--- config.mk ---
export PLATFORM = sky130hd
export DESIGN_NAME = sdi_pattern_gen
export DESIGN_NICKNAME = d
export VERILOG_FILES = /design/src/rtl/sdi_tpg_pkg.sv /design/src/rtl/sdi_tpg_timing.sv /design/src/rtl/sdi_tpg_pattern.sv /design/src/rtl/sdi_tpg_format.sv /design/src/rtl/sdi_pattern_gen.sv
export SDC_FILE = /design/constraint.sdc
export NUM_CORES = 1
export LEC_CHECK = 0
export ABC_AREA = 1
export CAP_MARGIN = 20
export CORE_MARGIN = 2
export CORE_UTILIZATION = 43
export CTS_BUF_LIST = sky130_fd_sc_hd__clkbuf_16
export CTS_CLUSTER_DIAMETER = 80
export DETAILED_ROUTE_END_ITERATION = 8
export GPL_ROUTABILITY_DRIVEN = 0
export PLACE_DENSITY = 0.66
export SYNTH_ARGS = -nofsm -noshare
export SYNTH_HDL_FRONTEND = slang
export SYNTH_SLANG_ARGS = --single-unit
--- constraint.sdc ---
create_clock -name clk -period 3.55 [get_ports clk]
set_clock_uncertainty 0.2 [all_clocks]
set_input_delay 0.71 -clock clk [delete_from_list [all_inputs] [get_ports clk]]
set_output_delay 0.71 -clock clk [all_outputs]
set_load 0.1 [all_outputs]
--- src/rtl/sdi_tpg_pkg.sv ---
package sdi_tpg_pkg;

  typedef enum logic [1:0] {
    STD_SD = 2'b00,
    STD_HD = 2'b01,
    STD_3G = 2'b11
  } std_e;

  typedef struct packed {
    std_e std;
    logic chk;
    logic full;
  } tpg_cfg_t;

  typedef struct packed {
    logic [9:0] y;
    logic [9:0] cb;
    logic [9:0] cr;
  } ycc_t;

  // position flags passed from the raster counters to the datapath
  typedef struct packed {
    logic       eav;
    logic       sav;
    logic       act;
    logic       first_act;
    logic       last_sav;
    logic       f;
    logic       v;
    logic       first_half;
    logic       h_odd;
    logic [1:0] trs_idx;
    logic [1:0] aw_ph;
  } tpg_pos_t;

  localparam logic [9:0] BLK_Y = 10'h040;
  localparam logic [9:0] BLK_C = 10'h200;

  function automatic std_e std_decode(input logic [1:0] s);
    case (s)
      2'b00:   return STD_SD;
      2'b11:   return STD_3G;
      default: return STD_HD;
    endcase
  endfunction

  function automatic logic [9:0] xyz_word(input logic f, input logic v, input logic h);
    return {1'b1, f, v, h, v ^ h, f ^ h, f ^ v, f ^ v ^ h, 2'b00};
  endfunction

  function automatic int max3(input int a, input int b, input int c);
    int m;
    m = (a > b) ? a : b;
    return (m > c) ? m : c;
  endfunction

  function automatic ycc_t bar_color(input logic [2:0] idx, input logic full);
    ycc_t c;
    case (idx)
      3'd0: c = full ? {10'd940, 10'd512, 10'd512} : {10'd721, 10'd512, 10'd512};
      3'd1: c = full ? {10'd877, 10'd64,  10'd553} : {10'd674, 10'd176, 10'd543};
      3'd2: c = full ? {10'd753, 10'd615, 10'd64 } : {10'd581, 10'd589, 10'd176};
      3'd3: c = full ? {10'd690, 10'd167, 10'd105} : {10'd534, 10'd253, 10'd207};
      3'd4: c = full ? {10'd314, 10'd857, 10'd919} : {10'd251, 10'd771, 10'd817};
      3'd5: c = full ? {10'd251, 10'd409, 10'd960} : {10'd204, 10'd435, 10'd848};
      3'd6: c = full ? {10'd127, 10'd960, 10'd471} : {10'd111, 10'd848, 10'd481};
      default: c = {10'd64, 10'd512, 10'd512};
    endcase
    return c;
  endfunction

endpackage

--- src/rtl/sdi_tpg_timing.sv ---
module sdi_tpg_timing
  import sdi_tpg_pkg::*;
#(
  parameter int SD_TOTAL   = 1716,
  parameter int SD_ACTIVE  = 1440,
  parameter int SD_LINES   = 525,
  parameter int SD_VBLANK  = 19,
  parameter int SD_FIELD2  = 263,
  parameter int HD_TOTAL   = 2200,
  parameter int HD_ACTIVE  = 1920,
  parameter int HD_LINES   = 1125,
  parameter int HD_VBLANK  = 20,
  parameter int HD_FIELD2  = 563,
  parameter int G3_TOTAL   = 2200,
  parameter int G3_ACTIVE  = 1920,
  parameter int G3_LINES   = 1125,
  parameter int G3_VBLANK  = 41,
  parameter int SD_CE_DIV  = 5,
  parameter int HW         = 12
) (
  input  logic          clk,
  input  logic          rst_n,
  input  logic [1:0]    std_sel,
  input  logic          chk_sel,
  input  logic          amp_sel,
  output logic          ce,
  output logic          run,
  output tpg_cfg_t      cfg,
  output tpg_pos_t      pos,
  output logic [HW-1:0] barw
);

  localparam int LW = $clog2(max3(SD_LINES, HD_LINES, G3_LINES) + 1);
  localparam int DW = (SD_CE_DIV > 1) ? $clog2(SD_CE_DIV) : 1;

  logic [HW-1:0] h_q, h_d;
  logic [LW-1:0] ln_q, ln_d;
  logic [LW:0]   vact_q, vact_d;
  logic [DW-1:0] div_q, div_d;
  logic          idle_q, idle_d;
  tpg_cfg_t      cfg_q, cfg_d;

  logic [HW-1:0] tot, act, hs, sav_off, aw;
  logic [LW-1:0] lines, vb, f2, lrel;
  logic [LW:0]   act_lines;
  logic          ce_div, h_end, frame_end, fld2, vbl;

  // per-standard raster limits
  always_comb begin
    case (cfg_q.std)
      STD_SD: begin
        tot = HW'(SD_TOTAL); act = HW'(SD_ACTIVE);
        lines = LW'(SD_LINES); vb = LW'(SD_VBLANK); f2 = LW'(SD_FIELD2);
      end
      STD_3G: begin
        tot = HW'(G3_TOTAL); act = HW'(G3_ACTIVE);
        lines = LW'(G3_LINES); vb = LW'(G3_VBLANK); f2 = '0;
      end
      default: begin
        tot = HW'(HD_TOTAL); act = HW'(HD_ACTIVE);
        lines = LW'(HD_LINES); vb = LW'(HD_VBLANK); f2 = LW'(HD_FIELD2);
      end
    endcase
  end

  // word clock enable
  assign ce_div = (div_q == DW'(SD_CE_DIV - 1));
  assign div_d  = ce_div ? '0 : div_q + DW'(1);
  assign ce     = (cfg_q.std == STD_SD) ? ce_div : 1'b1;

  // position decode
  assign hs        = tot - act;
  assign h_end     = (h_q == tot - HW'(1));
  assign frame_end = h_end && (ln_q == lines - LW'(1));
  assign fld2      = (f2 != '0) && (ln_q >= f2);
  assign lrel      = fld2 ? ln_q - f2 : ln_q;
  assign vbl       = (lrel < vb);
  assign sav_off   = h_q - (hs - HW'(4));
  assign aw        = h_q - hs;
  assign act_lines = {1'b0, lines} - ((f2 != '0) ? {vb, 1'b0} : {1'b0, vb});
  assign barw      = act >> 3;

  always_comb begin
    pos.eav        = (h_q < HW'(4));
    pos.sav        = (h_q >= hs - HW'(4)) && (h_q < hs);
    pos.act        = (h_q >= hs);
    pos.first_act  = (h_q == hs);
    pos.last_sav   = (h_q == hs - HW'(1));
    pos.f          = fld2;
    pos.v          = vbl;
    pos.first_half = (vact_q < (act_lines >> 1));
    pos.h_odd      = h_q[0];
    pos.trs_idx    = (h_q < HW'(4)) ? h_q[1:0] : sav_off[1:0];
    pos.aw_ph      = aw[1:0];
  end

  // next state
  always_comb begin
    h_d    = h_q;
    ln_d   = ln_q;
    vact_d = vact_q;
    idle_d = idle_q;
    cfg_d  = cfg_q;
    if (ce) begin
      if (idle_q || frame_end) begin
        h_d        = '0;
        ln_d       = '0;
        vact_d     = '0;
        idle_d     = 1'b0;
        cfg_d.std  = std_decode(std_sel);
        cfg_d.chk  = chk_sel;
        cfg_d.full = amp_sel;
      end else if (h_end) begin
        h_d  = '0;
        ln_d = ln_q + LW'(1);
        if (!vbl) vact_d = vact_q + (LW+1)'(1);
      end else begin
        h_d = h_q + HW'(1);
      end
    end
  end

  // registers
  always_ff @(posedge clk or negedge rst_n) begin
    if (!rst_n) begin
      h_q    <= '0;
      ln_q   <= '0;
      vact_q <= '0;
      div_q  <= '0;
      idle_q <= 1'b1;
      cfg_q  <= '{std: STD_SD, chk: 1'b0, full: 1'b0};
    end else begin
      div_q  <= div_d;
      h_q    <= h_d;
      ln_q   <= ln_d;
      vact_q <= vact_d;
      idle_q <= idle_d;
      cfg_q  <= cfg_d;
    end
  end

  assign run = !idle_q;
  assign cfg = cfg_q;

  assert_cfg_hold_R10: assert property (@(posedge clk) disable iff (!rst_n)
    (run && (h_q != '0 || ln_q != '0)) |-> $stable(cfg_q));

  assert_std_legal_R2: assert property (@(posedge clk) disable iff (!rst_n)
    cfg_q.std != 2'b10);

  assert_h_bound_R3: assert property (@(posedge clk) disable iff (!rst_n)
    (h_q < tot) && (ln_q < lines));

endmodule

--- src/rtl/sdi_tpg_pattern.sv ---
module sdi_tpg_pattern
  import sdi_tpg_pkg::*;
#(
  parameter int HW = 12
) (
  input  logic          clk,
  input  logic          rst_n,
  input  logic          ce,
  input  logic          run,
  input  tpg_cfg_t      cfg,
  input  tpg_pos_t      pos,
  input  logic [HW-1:0] barw,
  output ycc_t          px
);

  logic [HW-1:0] cnt_q, cnt_d;
  logic [2:0]    idx_q, idx_d;

  always_comb begin
    cnt_d = cnt_q;
    idx_d = idx_q;
    if (ce && run) begin
      if (pos.last_sav) begin
        cnt_d = '0;
        idx_d = '0;
      end else if (pos.act) begin
        if (cnt_q == barw - HW'(1)) begin
          cnt_d = '0;
          idx_d = idx_q + 3'd1;
        end else begin
          cnt_d = cnt_q + HW'(1);
        end
      end
    end
  end

  always_ff @(posedge clk or negedge rst_n) begin
    if (!rst_n) begin
      cnt_q <= '0;
      idx_q <= '0;
    end else begin
      cnt_q <= cnt_d;
      idx_q <= idx_d;
    end
  end

  always_comb begin
    if (cfg.chk) begin
      px = pos.first_half ? {10'h198, 10'h300, 10'h300} : {10'h110, 10'h200, 10'h200};
    end else begin
      px = bar_color(idx_q, cfg.full);
    end
  end

  assert_bar_origin_R7: assert property (@(posedge clk) disable iff (!rst_n)
    (run && pos.first_act) |-> (idx_q == 3'd0 && cnt_q == '0));

endmodule

--- src/rtl/sdi_tpg_format.sv ---
module sdi_tpg_format
  import sdi_tpg_pkg::*;
#(
  parameter int SD_CE_DIV = 5
) (
  input  logic        clk,
  input  logic        rst_n,
  input  logic        ce,
  input  logic        run,
  input  tpg_cfg_t    cfg,
  input  tpg_pos_t    pos,
  input  ycc_t        px,
  output logic [19:0] dout,
  output logic        dval,
  output logic [1:0]  std_out
);

  logic [19:0] w;
  logic [9:0]  t, s;
  logic        trs, sd;
  logic [19:0] dout_q;
  logic        dval_q, trs_q;
  std_e        std_q;

  assign sd = (cfg.std == STD_SD);

  always_comb begin
    t   = 10'h000;
    s   = 10'h000;
    trs = 1'b0;
    if (pos.eav || pos.sav) begin
      trs = 1'b1;
      case (pos.trs_idx)
        2'd0:    t = 10'h3FF;
        2'd3:    t = xyz_word(pos.f, pos.v, pos.eav);
        default: t = 10'h000;
      endcase
      w = sd ? {10'h000, t} : {t, t};
    end else if (pos.act && !pos.v) begin
      case (pos.aw_ph)
        2'd0:    s = px.cb;
        2'd2:    s = px.cr;
        default: s = px.y;
      endcase
      w = sd ? {10'h000, s} : {px.y, pos.aw_ph[0] ? px.cr : px.cb};
    end else begin
      w = sd ? {10'h000, pos.h_odd ? BLK_Y : BLK_C} : {BLK_Y, BLK_C};
    end
  end

  always_ff @(posedge clk or negedge rst_n) begin
    if (!rst_n) begin
      dout_q <= '0;
      dval_q <= 1'b0;
      trs_q  <= 1'b0;
      std_q  <= STD_SD;
    end else begin
      dval_q <= ce && run;
      if (ce && run) begin
        dout_q <= w;
        trs_q  <= trs;
        std_q  <= cfg.std;
      end
    end
  end

  assign dout    = dout_q;
  assign dval    = dval_q;
  assign std_out = std_q;

  assert_no_reserved_R12: assert property (@(posedge clk) disable iff (!rst_n)
    (dval_q && !trs_q) |->
      ((dout_q[9:0] > 10'h003) && (dout_q[9:0] < 10'h3FC) &&
       ((std_q == STD_SD) ? (dout_q[19:10] == 10'h000)
                          : ((dout_q[19:10] > 10'h003) && (dout_q[19:10] < 10'h3FC)))));

  generate
    if (SD_CE_DIV > 1) begin : g_sd_rate
      assert_sd_rate_R11: assert property (@(posedge clk) disable iff (!rst_n)
        (dval_q && std_q == STD_SD) |=> (!dval_q || std_q != STD_SD));
    end
  endgenerate

endmodule

--- src/rtl/sdi_pattern_gen.sv ---
module sdi_pattern_gen
  import sdi_tpg_pkg::*;
#(
  parameter int SD_TOTAL   = 1716,
  parameter int SD_ACTIVE  = 1440,
  parameter int SD_LINES   = 525,
  parameter int SD_VBLANK  = 19,
  parameter int SD_FIELD2  = 263,
  parameter int HD_TOTAL   = 2200,
  parameter int HD_ACTIVE  = 1920,
  parameter int HD_LINES   = 1125,
  parameter int HD_VBLANK  = 20,
  parameter int HD_FIELD2  = 563,
  parameter int G3_TOTAL   = 2200,
  parameter int G3_ACTIVE  = 1920,
  parameter int G3_LINES   = 1125,
  parameter int G3_VBLANK  = 41,
  parameter int SD_CE_DIV  = 5
) (
  input  logic        clk,
  input  logic        rst_n,
  input  logic [1:0]  std_sel,
  input  logic        chk_sel,
  input  logic        amp_sel,
  output logic [19:0] vid_data,
  output logic        vid_valid,
  output logic [1:0]  std_code
);

  localparam int HW = $clog2(max3(SD_TOTAL, HD_TOTAL, G3_TOTAL) + 1);

  logic [1:0]    rst_pipe;
  logic          rst_sync_n;
  logic          ce, run;
  tpg_cfg_t      cfg;
  tpg_pos_t      pos;
  logic [HW-1:0] barw;
  ycc_t          px;

  // asynchronous assert, synchronous release
  always_ff @(posedge clk or negedge rst_n) begin
    if (!rst_n) rst_pipe <= 2'b00;
    else        rst_pipe <= {rst_pipe[0], 1'b1};
  end
  assign rst_sync_n = rst_pipe[1];

  sdi_tpg_timing #(
    .SD_TOTAL(SD_TOTAL), .SD_ACTIVE(SD_ACTIVE), .SD_LINES(SD_LINES),
    .SD_VBLANK(SD_VBLANK), .SD_FIELD2(SD_FIELD2),
    .HD_TOTAL(HD_TOTAL), .HD_ACTIVE(HD_ACTIVE), .HD_LINES(HD_LINES),
    .HD_VBLANK(HD_VBLANK), .HD_FIELD2(HD_FIELD2),
    .G3_TOTAL(G3_TOTAL), .G3_ACTIVE(G3_ACTIVE), .G3_LINES(G3_LINES),
    .G3_VBLANK(G3_VBLANK), .SD_CE_DIV(SD_CE_DIV), .HW(HW)
  ) u_timing (
    .clk(clk), .rst_n(rst_sync_n), .std_sel(std_sel), .chk_sel(chk_sel),
    .amp_sel(amp_sel), .ce(ce), .run(run), .cfg(cfg), .pos(pos), .barw(barw)
  );

  sdi_tpg_pattern #(.HW(HW)) u_pattern (
    .clk(clk), .rst_n(rst_sync_n), .ce(ce), .run(run), .cfg(cfg),
    .pos(pos), .barw(barw), .px(px)
  );

  sdi_tpg_format #(.SD_CE_DIV(SD_CE_DIV)) u_format (
    .clk(clk), .rst_n(rst_sync_n), .ce(ce), .run(run), .cfg(cfg),
    .pos(pos), .px(px), .dout(vid_data), .dval(vid_valid), .std_out(std_code)
  );

endmodule

==> report_table.html <==
<table>
<tr><th>Metric</th><th>Value</th></tr>
<tr><th colspan="2">Run status</th></tr>
<tr><td>Outcome</td><td>finished, violations left</td></tr>
<tr><td>Violated checks</td><td>negative setup slack</td></tr>
<tr><th colspan="2">Global routing</th></tr>
<tr><td>Vias in the first global route</td><td>5,809</td></tr>
<tr><td>Total grt overflow</td><td>0</td></tr>
<tr><td>Initial antenna violation count</td><td>0</td></tr>
<tr><td>First-pass GRT wire length</td><td>28,030 µm</td></tr>
<tr><td>Maximum number of pins on one net before global-route repair</td><td>65</td></tr>
<tr><td>Global-route total usage across every layer</td><td>23.50%</td></tr>
<tr><th colspan="2">Logic synthesis</th></tr>
<tr><td>Leading cell type by number of instances after synthesis</td><td>sky130_fd_sc_hd__nand2_1</td></tr>
<tr><td>Sequential area share after synthesis</td><td>33.92%</td></tr>
<tr><td>YS warnings</td><td>0</td></tr>
<tr><td>Complex-gate fraction of the synthesized area</td><td>15.34%</td></tr>
<tr><td>Yosys cell types</td><td>51</td></tr>
<tr><td>Syn Inst Count</td><td>869</td></tr>
<tr><td>Share of synthesized registers carrying an async set or reset</td><td>100.0%</td></tr>
<tr><td>Post-synthesis sequential element count</td><td>83</td></tr>
<tr><td>Commonest register cell after synthesis</td><td>sky130_fd_sc_hd__dfrtp_1</td></tr>
<tr><td>Mean instance size in the synthesized netlist</td><td>7.051 µm²</td></tr>
<tr><td>Post-synth top cells</td><td>sky130_fd_sc_hd__nand2_1, sky130_fd_sc_hd__inv_1, sky130_fd_sc_hd__nor2_1</td></tr>
<tr><td>Top post-synthesis cells by area</td><td>sky130_fd_sc_hd__dfrtp_1, sky130_fd_sc_hd__nand2_1, sky130_fd_sc_hd__ha_1, sky130_fd_sc_hd__inv_1, sky130_fd_sc_hd__nor2_1</td></tr>
<tr><td>Post-synthesis share of cell area spent on full adders, half adders and majority gates</td><td>8.699%</td></tr>
<tr><td>Area share of and/or/nand/nor cells after synthesis</td><td>30.59%</td></tr>
<tr><td>Post-synth top area cell</td><td>sky130_fd_sc_hd__dfrtp_1</td></tr>
<tr><td>Combined area of all synthesized cells</td><td>6127 µm²</td></tr>
<tr><td>Count of flip-flops with a built-in enable after synthesis</td><td>0</td></tr>
<tr><td>Post-Syn Nets</td><td>917</td></tr>
<tr><td>Area share of xor/xnor cells in the synthesized design</td><td>2.144%</td></tr>
<tr><td>Main combinational cell family by area after synthesis</td><td>simple AND/OR/NAND/NOR gates</td></tr>
<tr><td>Mux share of post-synthesis cell area</td><td>0.4288%</td></tr>
<tr><td>Yosys top cell area share</td><td>33.49%</td></tr>
<tr><th colspan="2">Min path</th></tr>
<tr><td>Min-Delay Path Class</td><td>reg -&gt; reg</td></tr>
<tr><th colspan="2">Pwr</th></tr>
<tr><td>Total internal power</td><td>2.010 mW</td></tr>
<tr><td>Maximum vdd drop</td><td>0.0003349 V</td></tr>
<tr><td>Leakage dissipation</td><td>3.794 nW</td></tr>
<tr><td>Switching component of the power</td><td>1.362 mW</td></tr>
<tr><td>Fraction of power spent switching nets</td><td>40.40%</td></tr>
<tr><td>Part of the total power dissipated in sequential elements</td><td>35.6%</td></tr>
<tr><td>Clock share of power</td><td>27.9%</td></tr>
<tr><td>Share of total power in combinational logic</td><td>36.5%</td></tr>
<tr><td>Power per standard cell area</td><td>436.5 nW/µm²</td></tr>
<tr><th colspan="2">Die</th></tr>
<tr><td>FP Rows</td><td>43</td></tr>
<tr><td>Die Footprint</td><td>15,220 µm²</td></tr>
<tr><td>Chip Height</td><td>123.4 µm</td></tr>
<tr><td>Core area</td><td>13,880 µm²</td></tr>
<tr><td>Top-level I/O count</td><td>29</td></tr>
<tr><td>Effective utilization at floorplan</td><td>44.14%</td></tr>
<tr><td>Die W</td><td>123.4 µm</td></tr>
<tr><th colspan="2">Finish</th></tr>
<tr><td>Antenna cells</td><td>0</td></tr>
<tr><td>Final Net Count</td><td>1,014</td></tr>
<tr><td>Layout cell share with drive strength beyond 1</td><td>19.77%</td></tr>
<tr><td>Synth-to-layout area growth</td><td>26.08%</td></tr>
<tr><td>Final Util</td><td>55.65%</td></tr>
<tr><th colspan="2">Clocking</th></tr>
<tr><td>CTS tree</td><td>done</td></tr>
<tr><td>Clock root buffer master</td><td>sky130_fd_sc_hd__clkbuf_16</td></tr>
<tr><td>Buffer depth of the longest clock path</td><td>2</td></tr>
<tr><td>Count of H-tree levels built during CTS</td><td>3</td></tr>
<tr><td>Number of buffers created by CTS</td><td>9</td></tr>
<tr><td>Total clock sinks</td><td>83</td></tr>
<tr><td>Clock slew at reported path FFs</td><td>0.06 ns</td></tr>
<tr><td>Number of buffers inserted for hold repair after clock tree synthesis</td><td>0</td></tr>
<tr><td>Clock latency on the worst-skew pair</td><td>0.35 ns</td></tr>
<tr><th colspan="2">Setup path</th></tr>
<tr><td>Crit path required time</td><td>3.58 ns</td></tr>
<tr><td>Startpoint types</td><td>register</td></tr>
<tr><td>Classification of the worst setup path</td><td>reg -&gt; reg</td></tr>
<tr><td>Critical path's slowest cell</td><td>sky130_fd_sc_hd__dfrtp_1</td></tr>
<tr><td>Critical path's largest stage delay</td><td>0.39 ns</td></tr>
<tr><td>Cell-by-cell listing of the critical path</td><td>inv_2 -&gt; ha_4 -&gt; inv_6 -&gt; ha_4 -&gt; buf_4 -&gt; a21oi_1 -&gt; nand2_1 -&gt; nand2_1 -&gt; nand2_2 -&gt; nand2_4 -&gt; nand2_1 -&gt; o21ai_1 -&gt; ha_1 -&gt; a21oi_2 -&gt; o21bai_1 -&gt; a21oi_1 -&gt; nand3_1 -&gt; nor2_4 -&gt; nand2_4 -&gt; nand2_8 -&gt; nand2_8 -&gt; mux2_4</td></tr>
<tr><td>Cell class contributing the biggest share of worst-path delay</td><td>simple AND/OR/NAND/NOR gates</td></tr>
<tr><td>Buffers plus inverters on the worst setup path</td><td>3</td></tr>
<tr><td>Most used cell along the critical path</td><td>sky130_fd_sc_hd__nand2_1</td></tr>
<tr><td>CP arrival</td><td>3.68 ns</td></tr>
<tr><td>CP max FO</td><td>7</td></tr>
<tr><td>Capturing element type of the critical path</td><td>register</td></tr>
<tr><th colspan="2">Job</th></tr>
<tr><td>Maximum capacitance violations</td><td>0</td></tr>
<tr><th colspan="2">STA</th></tr>
<tr><td>Slew HR</td><td>42.68%</td></tr>
<tr><td>Final setup violating endpoints</td><td>25</td></tr>
<tr><td>Hold Vio Cnt, Final</td><td>0</td></tr>
<tr><td>RSZ-0062 raised after global routing</td><td>true</td></tr>
<tr><td>Fmax</td><td>274.1 MHz</td></tr>
<tr><td>Tmin final</td><td>3.649 ns</td></tr>
<tr><td>Final slew viol count</td><td>0</td></tr>
<tr><td>Worst-case setup margin in the final layout</td><td>-0.09851 ns</td></tr>
<tr><td>Least-Margin Pin Slew</td><td>0.8598 ns</td></tr>
<tr><td>Final period utilization</td><td>102.8%</td></tr>
<tr><td>Worst hold margin</td><td>0.1574 ns</td></tr>
<tr><th colspan="2">Placement</th></tr>
<tr><td>Placement-stage worst setup slack</td><td>-0.2855 ns</td></tr>
<tr><td>HPWL after detailed placement</td><td>12,440 µm</td></tr>
<tr><td>Number of buffer cells added on primary ports</td><td>28</td></tr>
<tr><th colspan="2">Detailed routing</th></tr>
<tr><td>Number of vias per cell after detailed routing</td><td>5.350</td></tr>
<tr><td>Remaining design rule violation count</td><td>0</td></tr>
<tr><td>Aggregate routed wire length</td><td>16,970 µm</td></tr>
<tr><td>ANT nets after route</td><td>0</td></tr>
<tr><td>Routed wire per std cell</td><td>14.74 µm</td></tr>
<tr><td>Overall via count from detail_route</td><td>6,158</td></tr>
<tr><td>Number of DRC markers after the initial detailed-route iteration</td><td>502</td></tr>
<tr><td>Length of the first detailed-routing pass in iterations</td><td>5</td></tr>
</table>
cell type report:
type	instances	area (µm²)
fill	1328	6156
clock inverter	7	68.82
tap	180	225.2
inverter	125	481.7
sequential	83	2082
timing repair buffer	101	797.0
multi-input combinational	646	3845
clock buffer	9	225.2
power by group through the flow:
stage / Combinational [mW] / Sequential (mW) / Clock, mW
floorplan: 0.595 / 1.46 / 0
global placement: 1.13 / 1.22 / 0
detailed placement: 1.13 / 1.22 / 0
CTS: 1.19 / 1.20 / 0.967
global route: 1.36 / 1.22 / 1.00
finish: 1.23 / 1.20 / 0.942
stage by stage:
| step | TNS, ns | power [mW] | cells | instance area [µm²] |
|---|---|---|---|---|
| global placement | -4.446 | 2.343 | 1116 | 6987 |
| floorplan | -5.989 | 2.053 | 869 | 6216 |
| global route | -6.790 | 3.591 | 1151 | 7725 |
| CTS | -0.01586 | 3.355 | 1145 | 7553 |
| detailed placement | -6.738 | 2.350 | 1116 | 6987 |
| finish | -1.207 | 3.372 | 1151 | 7725 |
cells in the final DEF (no fill, tap or decap), drive strengths merged, types with 4 or more instances in the layout:
cell type / synthesis / final
ha: 41 / 41
nand4: 17 / 17
buf: 6 / 96
o221ai: 4 / 4
dfrtp: 82 / 82
o211ai: 4 / 4
o22ai: 4 / 4
o21ai: 68 / 68
nor3: 38 / 38
nor2: 114 / 114
xor2: 14 / 14
nor4: 7 / 7
nand2: 177 / 178
nor3b: 5 / 5
a21oi: 64 / 64
a31oi: 7 / 7
inv: 124 / 126
clkbuf: 10 / 9
nand3: 55 / 55
clkdlybuf4s50: 0 / 5
worst reg2reg max path: stages (launching register included):
cell                       delay (ns)
sky130_fd_sc_hd__dfrtp_1         0.39
sky130_fd_sc_hd__inv_2           0.09
sky130_fd_sc_hd__ha_4            0.22
sky130_fd_sc_hd__inv_6           0.09
sky130_fd_sc_hd__ha_4            0.23
sky130_fd_sc_hd__buf_4           0.14
sky130_fd_sc_hd__a21oi_1         0.16
sky130_fd_sc_hd__nand2_1         0.09
sky130_fd_sc_hd__nand2_1         0.08
sky130_fd_sc_hd__nand2_2         0.09
sky130_fd_sc_hd__nand2_4         0.12
sky130_fd_sc_hd__nand2_1         0.07
sky130_fd_sc_hd__o21ai_1         0.08
sky130_fd_sc_hd__ha_1            0.27
sky130_fd_sc_hd__a21oi_2         0.14
sky130_fd_sc_hd__o21bai_1        0.09
sky130_fd_sc_hd__a21oi_1         0.12
sky130_fd_sc_hd__nand3_1         0.13
sky130_fd_sc_hd__nor2_4          0.14
sky130_fd_sc_hd__nand2_4         0.11
sky130_fd_sc_hd__nand2_8         0.10
sky130_fd_sc_hd__nand2_8         0.08
sky130_fd_sc_hd__mux2_4          0.31
sequential cells by signal, summed over array words and instances, names as in the netlist:
| signal | flops |
|---|---|
| u_format.std_out | 2 |
| u_timing.h_q | 12 |
| u_timing.div_q | 3 |
| u_pattern.cnt_q | 12 |
| u_timing.idle_q | 1 |
| u_timing.vact_q | 12 |
| u_pattern.idx_q | 3 |
| u_timing.ln_q | 11 |
| rst_pipe | 2 |
| u_format.dval | 1 |
| u_timing.cfg | 4 |
| u_format.dout | 20 |
metal layers:
layer	track usage [%]	up-vias	part of all wire [%]
met5	0	-	0
met1	31.75	2813	46
met4	6.676	0	1.7
met3	5.258	32	6.1
met2	37.74	223	46
li1	-	3090	-
kinds of logic after synthesis:
kind of cell	count (synthesis)
and+or+nand+nor	417
AOI/OAI and AO/OA	168
buffers and inverters	141
DFF	83
adders and majority gates	42
xor gates and xnor gates	15
muxes	2
other	1
final timing paths:
| check | start | end | slack, ns | cells past startpoint |
|---|---|---|---|---|
| min in group asynchronous | rst_pipe[1] | u_timing.vact_q[2] | 0.24 | 0 |
| hold reg to reg | rst_pipe[0] | rst_pipe[1] | 0.16 | 0 |
| hold / removal | rst_pipe[0] | rst_pipe[1] | 0.16 | 0 |
| max in group asynchronous | rst_pipe[1] | u_timing.ln_q[9] | 2.21 | 1 |
| setup reg to reg | u_timing.cfg[2] | u_timing.vact_q[11] | -0.1 | 22 |
| setup / recovery | u_timing.cfg[2] | u_timing.vact_q[11] | -0.1 | 22 |
what timing repair did:
action,in CTS,in global routing
gates resized for setup,30,32
cloned,1,0
endpoints found under the setup margin,32,36
pin swaps,25,27
buffers inserted,12,6
Note: power is estimated with default switching activity, not from simulation.
